`src/rtl/acc_attr_pkg.sv`:
```
package acc_attr_pkg;
  typedef enum logic [1:0] {
    CM_WTHRU    = 2'd0,
    CM_COPYB    = 2'd1,
    CM_INH_PREC = 2'd2,
    CM_INH_IMPR = 2'd3
  } cmode_e;

  localparam int DFLT_W = 5;

  function automatic logic mode_cacheable(input logic [1:0] m);
    return (m == CM_WTHRU) || (m == CM_COPYB);
  endfunction

  function automatic logic tag_hit(input logic [7:0] tag, input logic [7:0] base,
                                   input logic [7:0] mask, input logic en);
    return en && (((tag ^ base) & ~mask) == 8'h00);
  endfunction
endpackage

```
`src/rtl/acc_attr_regs.sv`:
```
module acc_attr_regs #(
  parameter int NUM_WIN = 2,
  parameter int WIN_W   = 20,
  parameter int SEL_W   = 2
) (
  input  logic                     clk,
  input  logic                     rst_n,
  input  logic                     cfg_we,
  input  logic [SEL_W-1:0]         cfg_sel,
  input  logic [WIN_W-1:0]         cfg_wdata,
  output logic [NUM_WIN*WIN_W-1:0] win_flat,
  output logic [acc_attr_pkg::DFLT_W-1:0] dflt_word
);
  localparam int DW = acc_attr_pkg::DFLT_W;

  for (genvar i = 0; i < NUM_WIN; i++) begin : g_win
    always_ff @(posedge clk) begin
      if (!rst_n)
        win_flat[i*WIN_W +: WIN_W] <= '0;
      else if (cfg_we && cfg_sel == SEL_W'(i))
        win_flat[i*WIN_W +: WIN_W] <= cfg_wdata;
    end
  end

  always_ff @(posedge clk) begin
    if (!rst_n)
      dflt_word <= '0;
    else if (cfg_we && cfg_sel == SEL_W'(NUM_WIN))
      dflt_word <= cfg_wdata[DW-1:0];
  end
endmodule

```
`src/rtl/acc_attr_match.sv`:
```
module acc_attr_match #(
  parameter int TAG_W = 8,
  parameter int WIN_W = 2*TAG_W + 4
) (
  input  logic [TAG_W-1:0] tag,
  input  logic [WIN_W-1:0] win_word,
  output logic             hit,
  output logic             en,
  output logic [1:0]       mode,
  output logic             wp
);
  logic [TAG_W-1:0] base, mask;

  assign base = win_word[TAG_W-1:0];
  assign mask = win_word[2*TAG_W-1:TAG_W];
  assign en   = win_word[2*TAG_W];
  assign mode = win_word[2*TAG_W+2:2*TAG_W+1];
  assign wp   = win_word[2*TAG_W+3];
  assign hit  = en && (((tag ^ base) & ~mask) == '0);
endmodule

```
`src/rtl/acc_attr_pick.sv`:
```
module acc_attr_pick #(
  parameter int NUM_WIN = 2
) (
  input  logic [NUM_WIN-1:0]   raw_hit,
  input  logic [2*NUM_WIN-1:0] win_mode,
  input  logic [NUM_WIN-1:0]   win_wp,
  input  logic [acc_attr_pkg::DFLT_W-1:0] dflt_word,
  input  logic                 is_instr,
  output logic [1:0]           mode,
  output logic                 wp,
  output logic [NUM_WIN-1:0]   sel_win
);
  always_comb begin
    mode    = is_instr ? dflt_word[3:2] : dflt_word[1:0];
    wp      = dflt_word[4];
    sel_win = '0;
    for (int i = NUM_WIN-1; i >= 0; i--) begin
      if (raw_hit[i]) begin
        mode    = win_mode[2*i +: 2];
        wp      = win_wp[i];
        sel_win = NUM_WIN'(1) << i;
      end
    end
  end
endmodule

```
`src/rtl/acc_attr_unit.sv`:
```
module acc_attr_unit #(
  parameter int TAG_W   = 8,
  parameter int NUM_WIN = 2,
  localparam int WIN_W  = 2*TAG_W + 4,
  localparam int SEL_W  = $clog2(NUM_WIN + 2)
) (
  input  logic               clk,
  input  logic               rst_n,
  input  logic               cfg_we,
  input  logic [SEL_W-1:0]   cfg_sel,
  input  logic [WIN_W-1:0]   cfg_wdata,
  input  logic               req_valid,
  input  logic               req_write,
  input  logic               req_instr,
  input  logic [TAG_W-1:0]   req_page,
  output logic [1:0]         res_mode,
  output logic               res_cacheable,
  output logic               res_wprot,
  output logic               res_violation,
  output logic [NUM_WIN-1:0] res_sel_win
);
  logic [NUM_WIN*WIN_W-1:0] win_flat;
  logic [acc_attr_pkg::DFLT_W-1:0] dflt_word;
  logic [NUM_WIN-1:0]   raw_hit, win_en, win_wp;
  logic [2*NUM_WIN-1:0] win_mode;

  acc_attr_regs #(.NUM_WIN(NUM_WIN), .WIN_W(WIN_W), .SEL_W(SEL_W)) u_regs (
    .clk(clk), .rst_n(rst_n), .cfg_we(cfg_we), .cfg_sel(cfg_sel),
    .cfg_wdata(cfg_wdata), .win_flat(win_flat), .dflt_word(dflt_word)
  );

  for (genvar i = 0; i < NUM_WIN; i++) begin : g_match
    acc_attr_match #(.TAG_W(TAG_W), .WIN_W(WIN_W)) u_match (
      .tag(req_page), .win_word(win_flat[i*WIN_W +: WIN_W]),
      .hit(raw_hit[i]), .en(win_en[i]),
      .mode(win_mode[2*i +: 2]), .wp(win_wp[i])
    );
  end

  acc_attr_pick #(.NUM_WIN(NUM_WIN)) u_pick (
    .raw_hit(raw_hit), .win_mode(win_mode), .win_wp(win_wp),
    .dflt_word(dflt_word), .is_instr(req_instr),
    .mode(res_mode), .wp(res_wprot), .sel_win(res_sel_win)
  );

  assign res_cacheable = acc_attr_pkg::mode_cacheable(res_mode);
  assign res_violation = req_valid && req_write && res_wprot;
endmodule

```
`config.mk`:
```
export PLATFORM = sky130hd
export DESIGN_NAME = acc_attr_unit
export DESIGN_NICKNAME = d
export VERILOG_FILES = /design/src/rtl/acc_attr_pkg.sv /design/src/rtl/acc_attr_regs.sv /design/src/rtl/acc_attr_match.sv /design/src/rtl/acc_attr_pick.sv /design/src/rtl/acc_attr_unit.sv
export SDC_FILE = /design/constraint.sdc
export NUM_CORES = 1
export LEC_CHECK = 0
export CELL_PAD_IN_SITES_DETAIL_PLACEMENT = 1
export CELL_PAD_IN_SITES_GLOBAL_PLACEMENT = 1
export CORE_ASPECT_RATIO = 1.75
export CORE_UTILIZATION = 46
export CTS_CLUSTER_SIZE = 16
export DETAILED_ROUTE_END_ITERATION = 10
export DONT_BUFFER_PORTS = 1
export PLACE_DENSITY_LB_ADDON = 0.1
export SYNTH_ARGS = -nofsm -noshare
export SYNTH_HDL_FRONTEND = slang
export SYNTH_SLANG_ARGS = --single-unit
```
`constraint.sdc`:
```
create_clock -name clk -period 2.34 [get_ports clk]
set_input_delay 0.234 -clock clk [delete_from_list [all_inputs] [get_ports clk]]
set_output_delay 0.234 -clock clk [all_outputs]
set_load 0.02 [all_outputs]
```
==> out/metrics.csv, run 1 <==
stage;metric;value;unit
outcome;status;finished with violations;
outcome;violated checks;negative setup slack;
power;worst-case vdd ir drop;0.000394;V
clock_tree;Hold-fix buffers, CTS;0;
floorplan;Core Box Area;0.00419;mm^2
global_route;first-pass GRT wire length;8120;um
cells_and_area;Inserted Diodes;0;
placed_design;Buffers on Ports;0;
logic_synthesis;cell with the most instances after synthesis;nand2_1;
logic_synthesis;flops & latches, synth;45;
logic_synthesis;Post-Synthesis Cell Area;0.00204;mm^2
floorplan;die height;90.2;um
floorplan;die area;0.00473;mm^2
global_route;total grt overflow;0;
detailed_routing;WL per Instance;16.9;um
cells_and_area;fraction of layout cells with a size suffix above 1;10.7;%
flow_run;Max-cap violations;0;
power;Logic pwr share;8.3;%
clock_tree;CTS Buf Count;5;
floorplan;Starting Density;48.8;%
clock_tree;Clock Pin Slew Worst Setup and Hold Paths;0.08;ns
logic_synthesis;Synthesized Nets;277;
power;switching part of the total;23.5;%
logic_synthesis;Post-Synth Simple-Gate Area;19.6;%
power;Internal Power;0.00106;W
clock_tree;maximum buffer depth of the clock tree;2;
timing;setup slack after layout;-0.144;ns
cells_and_area;FF/Latch Area;902;um^2
placed_design;post-detail-place hpwl;3620;um
clock_tree;Setup Buffers After CTS;0;
timing;RSZ-0062 raised after global routing;yes;
cells_and_area;non-filler cells, final;291;
power;Clk pwr share;33.3;%
timing;final hold violation count;0;
logic_synthesis;multiplexer share of the synthesized area;7.59;%
clock_tree;# H-tree levels;2;
logic_synthesis;synthesized area per cell;8.48;um^2
critical_path;Setup CP Type;flop to output pin;
logic_synthesis;Yosys Warn Count;0;
global_route;vias in the first global route;1746;
logic_synthesis;area share of fa/ha/maj cells after synthesis;0;%
critical_path;Crit path required time;2.11;ns
logic_synthesis;top cells by area, synth;dfxtp_1 (44%), nand2_1 (15%), a21boi_0 (15%), xnor2_1 (5.6%), mux2i_1 (3.9%);
critical_path;critical path data arrival time;2.25;ns
timing;max-slew violations;0;
floorplan;I/O pin cnt;43;
logic_synthesis;compound-gate portion of the synthesized area;18.1;%
critical_path;kind of end point of the critical path;output pin;
detailed_routing;DRT iter0 DRCs;20;
logic_synthesis;Synth cell types;25;
clock_tree;Clock Sinks;45;
critical_path;worst-path fanout max;3;
clock_tree;Root Driver;clkbuf_8;
detailed_routing;via density per instance;5.49;
min_path;HP Class;input port to flop;
logic_synthesis;share of the synthesized area in the top cell type;44.1;%
clock_tree;worst skew pair latency;0.29;ns
timing;period utilization;106;%
detailed_routing;DRT antenna net count;0;
timing;Fmax;403;MHz
logic_synthesis;XOR/XNOR Fraction of Synth Area;6.85;%
detailed_routing;final WL;4920;um
logic_synthesis;largest family of logic cells by synthesized area;simple AND/OR/NAND/NOR gates;
cells_and_area;Layout fillers;524;
global_route;largest net degree at the start of global routing;46;
logic_synthesis;Synth top cells by count;nand2_1 (82), dfxtp_1 (45), a21boi_0 (40), xnor2_1 (13), clkbuf_1 (12);
clock_tree;CTS tree;yes;
global_route;GRT Total Usage;23.4;%
power;Seq pwr share;58.4;%
logic_synthesis;Main synth FF type;dfxtp_1;
placed_design;Place WS;0.0636;ns
detailed_routing;via count;1597;
floorplan;Die W;52.4;um
timing;Worst-Margin Slew;0.857;ns
logic_synthesis;Gate Count Post-Synth;241;
placed_design;routability congestion estimate from global placement;0.724;
timing;Fin Clk Skew;0;ns
logic_synthesis;Synth area leader;dfxtp_1;
logic_synthesis;Seq/Total Area, Yosys;44.1;%
logic_synthesis;Async SR Flop Fraction;0;%
logic_synthesis;EDFF count, synth;0;
placed_design;placed insts;283;
cells_and_area;area occupied by multi-input gates;0.00109;mm^2
power;Lkg Pwr;0.804;nW
critical_path;CP startpoint kind;flop;
detailed_routing;detailed-router iteration count before antenna repair;4;
timing;Max-slew headroom;42.7;%
timing;endpoints failing setup;5;
cells_and_area;Net count, final;277;
power;net switching power;0.000325;W
detailed_routing;drt drc;0;
floorplan;Rows;31;
cells_and_area;P&R area growth vs syn;8.02;%
global_route;initial antenna violation count;0;
timing;clock period minus worst slack;2.48;ns
power;power per cell area;625;mW/mm^2
cell families after synthesis:
family | after synthesis
simple gates | 96
compound gates | 51
flops | 45
buf+inv | 19
xor+xnor | 16
mux | 14
registers in the layout, indices dropped and copies added (netlist names):
register	flops
u_regs.win_flat	40
u_regs.dflt_word	5
stage by stage:
step / cell area (um^2) / power [W] / hold WS (ns) / TNS, ns / utilization [%]
5_1_grt: 2210 / 0.00145 / 0.0693 / -1.25 / 52.7
3_5_place_dp: 2110 / 0.000940 / 0.379 / 0 / 50.3
3_3_place_gp: 2110 / 0.000932 / 0.368 / 0 / 50.3
2_1_floorplan: 2040 / 0.000915 / 0.379 / 0 / -
6_report: 2210 / 0.00138 / 0.0792 / -0.636 / 52.7
4_1_cts: 2210 / 0.00140 / 0.0713 / -0.742 / 52.7
final cells by class:
type,count,share of cell area [%]
clock buffers,6,3.29
repair buffers,7,2.55
flip-flops and latches,45,40.8
multi-input cells,177,49.2
clock inverters,2,0.453
well taps,49,2.78
inverters,5,0.850
cell usage in the layout, fill, tap and decap left out, types with 3 or more instances in the layout:
master	Yosys	layout
mux2_4	2	4
mux2i_1	8	7
nor2b_1	5	5
inv_1	5	5
dfxtp_1	45	44
a21boi_0	40	40
xor2_1	3	3
nand2_1	82	82
buf_4	1	6
clkbuf_8	0	5
o22ai_1	5	5
xnor2_1	13	13
worst max-delay path, stage by stage, from the launching register on:
cell and delay, ns:
dfxtp_2 0.33, xor2_1 0.13, a222oi_1 0.32, or4b_4 0.55, mux2_4 0.32, mux2_4 0.30
per-layer routing:
metal | part of all wire, % | global-route usage (%)
met5 | 0 | 0
met4 | 2.6 | 9.43
met3 | 4.2 | 5.08
met2 | 56 | 42.5
met1 | 38 | 24.5
what timing repair did:
item / 4_1_cts / 5_1_grt
gates resized for setup: 6 / 0
pin swaps: 3 / 0
setup endpoints to repair: 6 / 6
worst paths after layout:
path	endpoint	start	slack, ns	depth (start not counted)
setup / recovery	res_mode[1]	u_regs.win_flat[21]$_SDFFE_PN0P_	-0.14	5
setup reg to reg	u_regs.win_flat[20]$_SDFFE_PN0P_	u_regs.win_flat[20]$_SDFFE_PN0P_	1.55	2
hold reg to reg	u_regs.win_flat[33]$_SDFFE_PN0P_	u_regs.win_flat[33]$_SDFFE_PN0P_	0.47	2
hold / removal	u_regs.win_flat[31]$_SDFFE_PN0P_	cfg_wdata[11]	0.08	2
power groups by stage:
| stage | Sequential (W) | Clock (W) | Combinational, W |
|---|---|---|---|
| 2_1_floorplan | 0.000819 | 0 | 0.0000960 |
| 3_3_place_gp | 0.000822 | 0 | 0.000110 |
| 3_5_place_dp | 0.000824 | 0 | 0.000116 |
| 4_1_cts | 0.000806 | 0.000474 | 0.000118 |
| 5_1_grt | 0.000810 | 0.000514 | 0.000128 |
| 6_report | 0.000806 | 0.000460 | 0.000115 |
Power figures use the tool's default switching activity.
==> run 2, diff against run 1 <==
MAX_ROUTING_LAYER = met4   (was unset)
==> run 2 against run 1 <==
Net effect: the run still ends with negative setup slack left; core utilization unchanged; sequential power about the same; die area unchanged; cell count unchanged; critical path depth unchanged; combinational power about the same; largest power group unchanged.
==> out/metrics.csv, run 2 (synthesis results as in run 1) <==
stage;metric;value;unit;change
outcome;status;finished with violations;;unchanged
outcome;violated checks;negative setup slack;;unchanged
timing;max-slew violations;0;;unchanged
clock_tree;CTS Buf Count;5;;unchanged
timing;hold_ws;0.0790;ns;was 0.0792 ns
clock_tree;Root Driver;clkbuf_8;;unchanged
critical_path;Buf+Inv Stages, Crit Path;0;;unchanged
placed_design;post-detail-place hpwl;3620;um;unchanged
cells_and_area;max reg flops;40;;unchanged
timing;RSZ-0062 raised after global routing;yes;;unchanged
timing;clock period minus worst slack;2.48;ns;about the same
power;Seq pwr share;58.4;%;about the same
timing;final hold violation count;0;;unchanged
clock_tree;worst skew pair latency;0.29;ns;about the same
cells_and_area;Net count, final;277;;unchanged
timing;period utilization;106;%;about the same
detailed_routing;DRT iter0 DRCs;23;;was 20
global_route;initial antenna violation count;0;;unchanged
cells_and_area;Layout fillers;524;;unchanged
cells_and_area;top flop regs;u_regs.win_flat: 40 flops, u_regs.dflt_word: 5 flops;;unchanged
floorplan;Starting Density;48.8;%;unchanged
critical_path;worst path cell trace;xor2_1 > a222oi_1 > or4b_4 > mux2_4 > mux2_4;;unchanged
power;switching part of the total;23.5;%;about the same
cells_and_area;commonest non-fill, non-tap cells in the layout;nand2_1 (82), dfxtp_1 (44), a21boi_0 (40);;unchanged
detailed_routing;detailed-router iteration count before antenna repair;4;;unchanged
critical_path;Crit path required time;2.11;ns;about the same
power;Clk pwr share;33.3;%;about the same
power;net switching power;0.000325;W;about the same
clock_tree;Hold-fix buffers, CTS;0;;unchanged
detailed_routing;final WL;4920;um;about the same
global_route;grt met1 use;24.8;%;was 24.5%
timing;Worst-Margin Slew;0.861;ns;was 0.857 ns
critical_path;critical path data arrival time;2.25;ns;about the same
global_route;Most Used Layer, Global Route;met2;;unchanged
critical_path;CP startpoint kind;flop;;unchanged
floorplan;Rows;31;;unchanged
timing;setup slack after layout;-0.141;ns;was -0.144 ns
global_route;met3 Use GR;4.74;%;was 5.08%
timing;total negative setup slack;-0.623;ns;was -0.636 ns
detailed_routing;via density per instance;5.48;;was 5.49
critical_path;Critical-path top delay cell;or4b_4;;unchanged
critical_path;worst-path fanout max;3;;unchanged
critical_path;CP top delay family;multiplexers;;unchanged
clock_tree;Clock Pin Slew Worst Setup and Hold Paths;0.08;ns;about the same
placed_design;Place WS;0.0636;ns;unchanged
timing;Fin Clk Skew;0;ns;unchanged
critical_path;most used cell, CP;mux2_4;;unchanged
floorplan;Core Box Area;0.00419;mm^2;unchanged
global_route;met2 GRT Util;42.4;%;was 42.5%
clock_tree;Setup Buffers After CTS;0;;unchanged
power;power per cell area;625;mW/mm^2;about the same
cells_and_area;Biggest register;u_regs.win_flat;;unchanged
placed_design;routability congestion estimate from global placement;0.732;;was 0.724
global_route;vias in the first global route;1749;;was 1746
placed_design;Buffers on Ports;0;;unchanged
floorplan;die height;90.2;um;unchanged
power;worst-case vdd ir drop;0.000395;V;was 0.000394 V
power;total power;0.00138;W;about the same
critical_path;kind of end point of the critical path;output pin;;unchanged
detailed_routing;drt drc;0;;unchanged
cells_and_area;fraction of layout cells with a size suffix above 1;10.7;%;unchanged
critical_path;crit-path max cell delay;0.55;ns;about the same
min_path;HP Class;input port to flop;;unchanged
cells_and_area;most common cell after layout, fill and taps aside;nand2_1;;unchanged
floorplan;I/O pin cnt;43;;unchanged
flow_run;Max-cap violations;0;;unchanged
global_route;first-pass GRT wire length;8120;um;unchanged
clock_tree;CTS tree;yes;;unchanged
floorplan;die area;0.00473;mm^2;unchanged
power;Lkg Pwr;0.804;nW;unchanged
clock_tree;maximum buffer depth of the clock tree;2;;unchanged
detailed_routing;via count;1596;;was 1597
clock_tree;Clock Sinks;45;;unchanged
global_route;largest net degree at the start of global routing;46;;unchanged
power;Internal Power;0.00106;W;unchanged
cells_and_area;Finished Core Util;52.7;%;unchanged
global_route;GRT Total Usage;24.1;%;was 23.4%
detailed_routing;WL per Instance;16.9;um;about the same
critical_path;Setup CP Type;flop to output pin;;unchanged
cells_and_area;P&R area growth vs syn;8.02;%;unchanged
power;Logic pwr share;8.3;%;about the same
floorplan;Die W;52.4;um;unchanged
timing;Max-slew headroom;42.4;%;was 42.7%
timing;Fmax;403;MHz;about the same
global_route;total grt overflow;0;;unchanged
timing;endpoints failing setup;5;;unchanged
cells_and_area;Inserted Diodes;0;;unchanged
detailed_routing;DRT antenna net count;0;;unchanged
clock_tree;# H-tree levels;2;;unchanged
[run 2: cell counts in the layout (fill, tap and decap cells not counted)]
Identical to the previous run, type by type.
[run 2: worst paths after layout]
path	from	end	slack, ns	cells after the start
setup reg to reg	u_regs.win_flat[20]$_SDFFE_PN0P_	u_regs.win_flat[20]$_SDFFE_PN0P_	1.55	2
setup / recovery	u_regs.win_flat[21]$_SDFFE_PN0P_	res_mode[1]	-0.14	5
hold reg to reg	u_regs.win_flat[33]$_SDFFE_PN0P_	u_regs.win_flat[33]$_SDFFE_PN0P_	0.47	2
hold / removal	cfg_wdata[11]	u_regs.win_flat[31]$_SDFFE_PN0P_	0.08	2
[run 2: through the flow]
stage	instance area [um^2]	instances
floorplan	2040	241
global placement	2110	283
detailed placement	2110	283
CTS	2210	291
global route	2210	291
finish	2210	291
[run 2: layout make-up]
cell class	count	area [um^2]	share of cell area [%]
clock buffer	6	72.6	3.29
clock inverter	2	10.0	0.453
inverter	5	18.8	0.850
multi-input combinational	177	1090	49.2
sequential	45	902	40.8
tap	49	61.3	2.78
timing repair buffer	7	56.3	2.55
[run 2: timing repair]
item                       4_1_cts  5_1_grt
gates resized for setup          6        0
pin swaps                        3        0
setup endpoints to repair        6        6
[run 2: metal layers]
metal / part of all wire (%) / routed length, um
met5: 0 / 0
met4: 2.6 / 128
met3: 4.2 / 205
met2: 56 / 2740
met1: 37 / 1840
[run 2: power by group through the flow]
| stage | sequential, W | clock [W] | combinational (W) |
|---|---|---|---|
| 2_1_floorplan | 0.000819 | 0 | 0.0000960 |
| 3_3_place_gp | 0.000822 | 0 | 0.000110 |
| 3_5_place_dp | 0.000824 | 0 | 0.000116 |
| 4_1_cts | 0.000806 | 0.000474 | 0.000118 |
| 5_1_grt | 0.000810 | 0.000514 | 0.000128 |
| 6_report | 0.000806 | 0.000461 | 0.000115 |
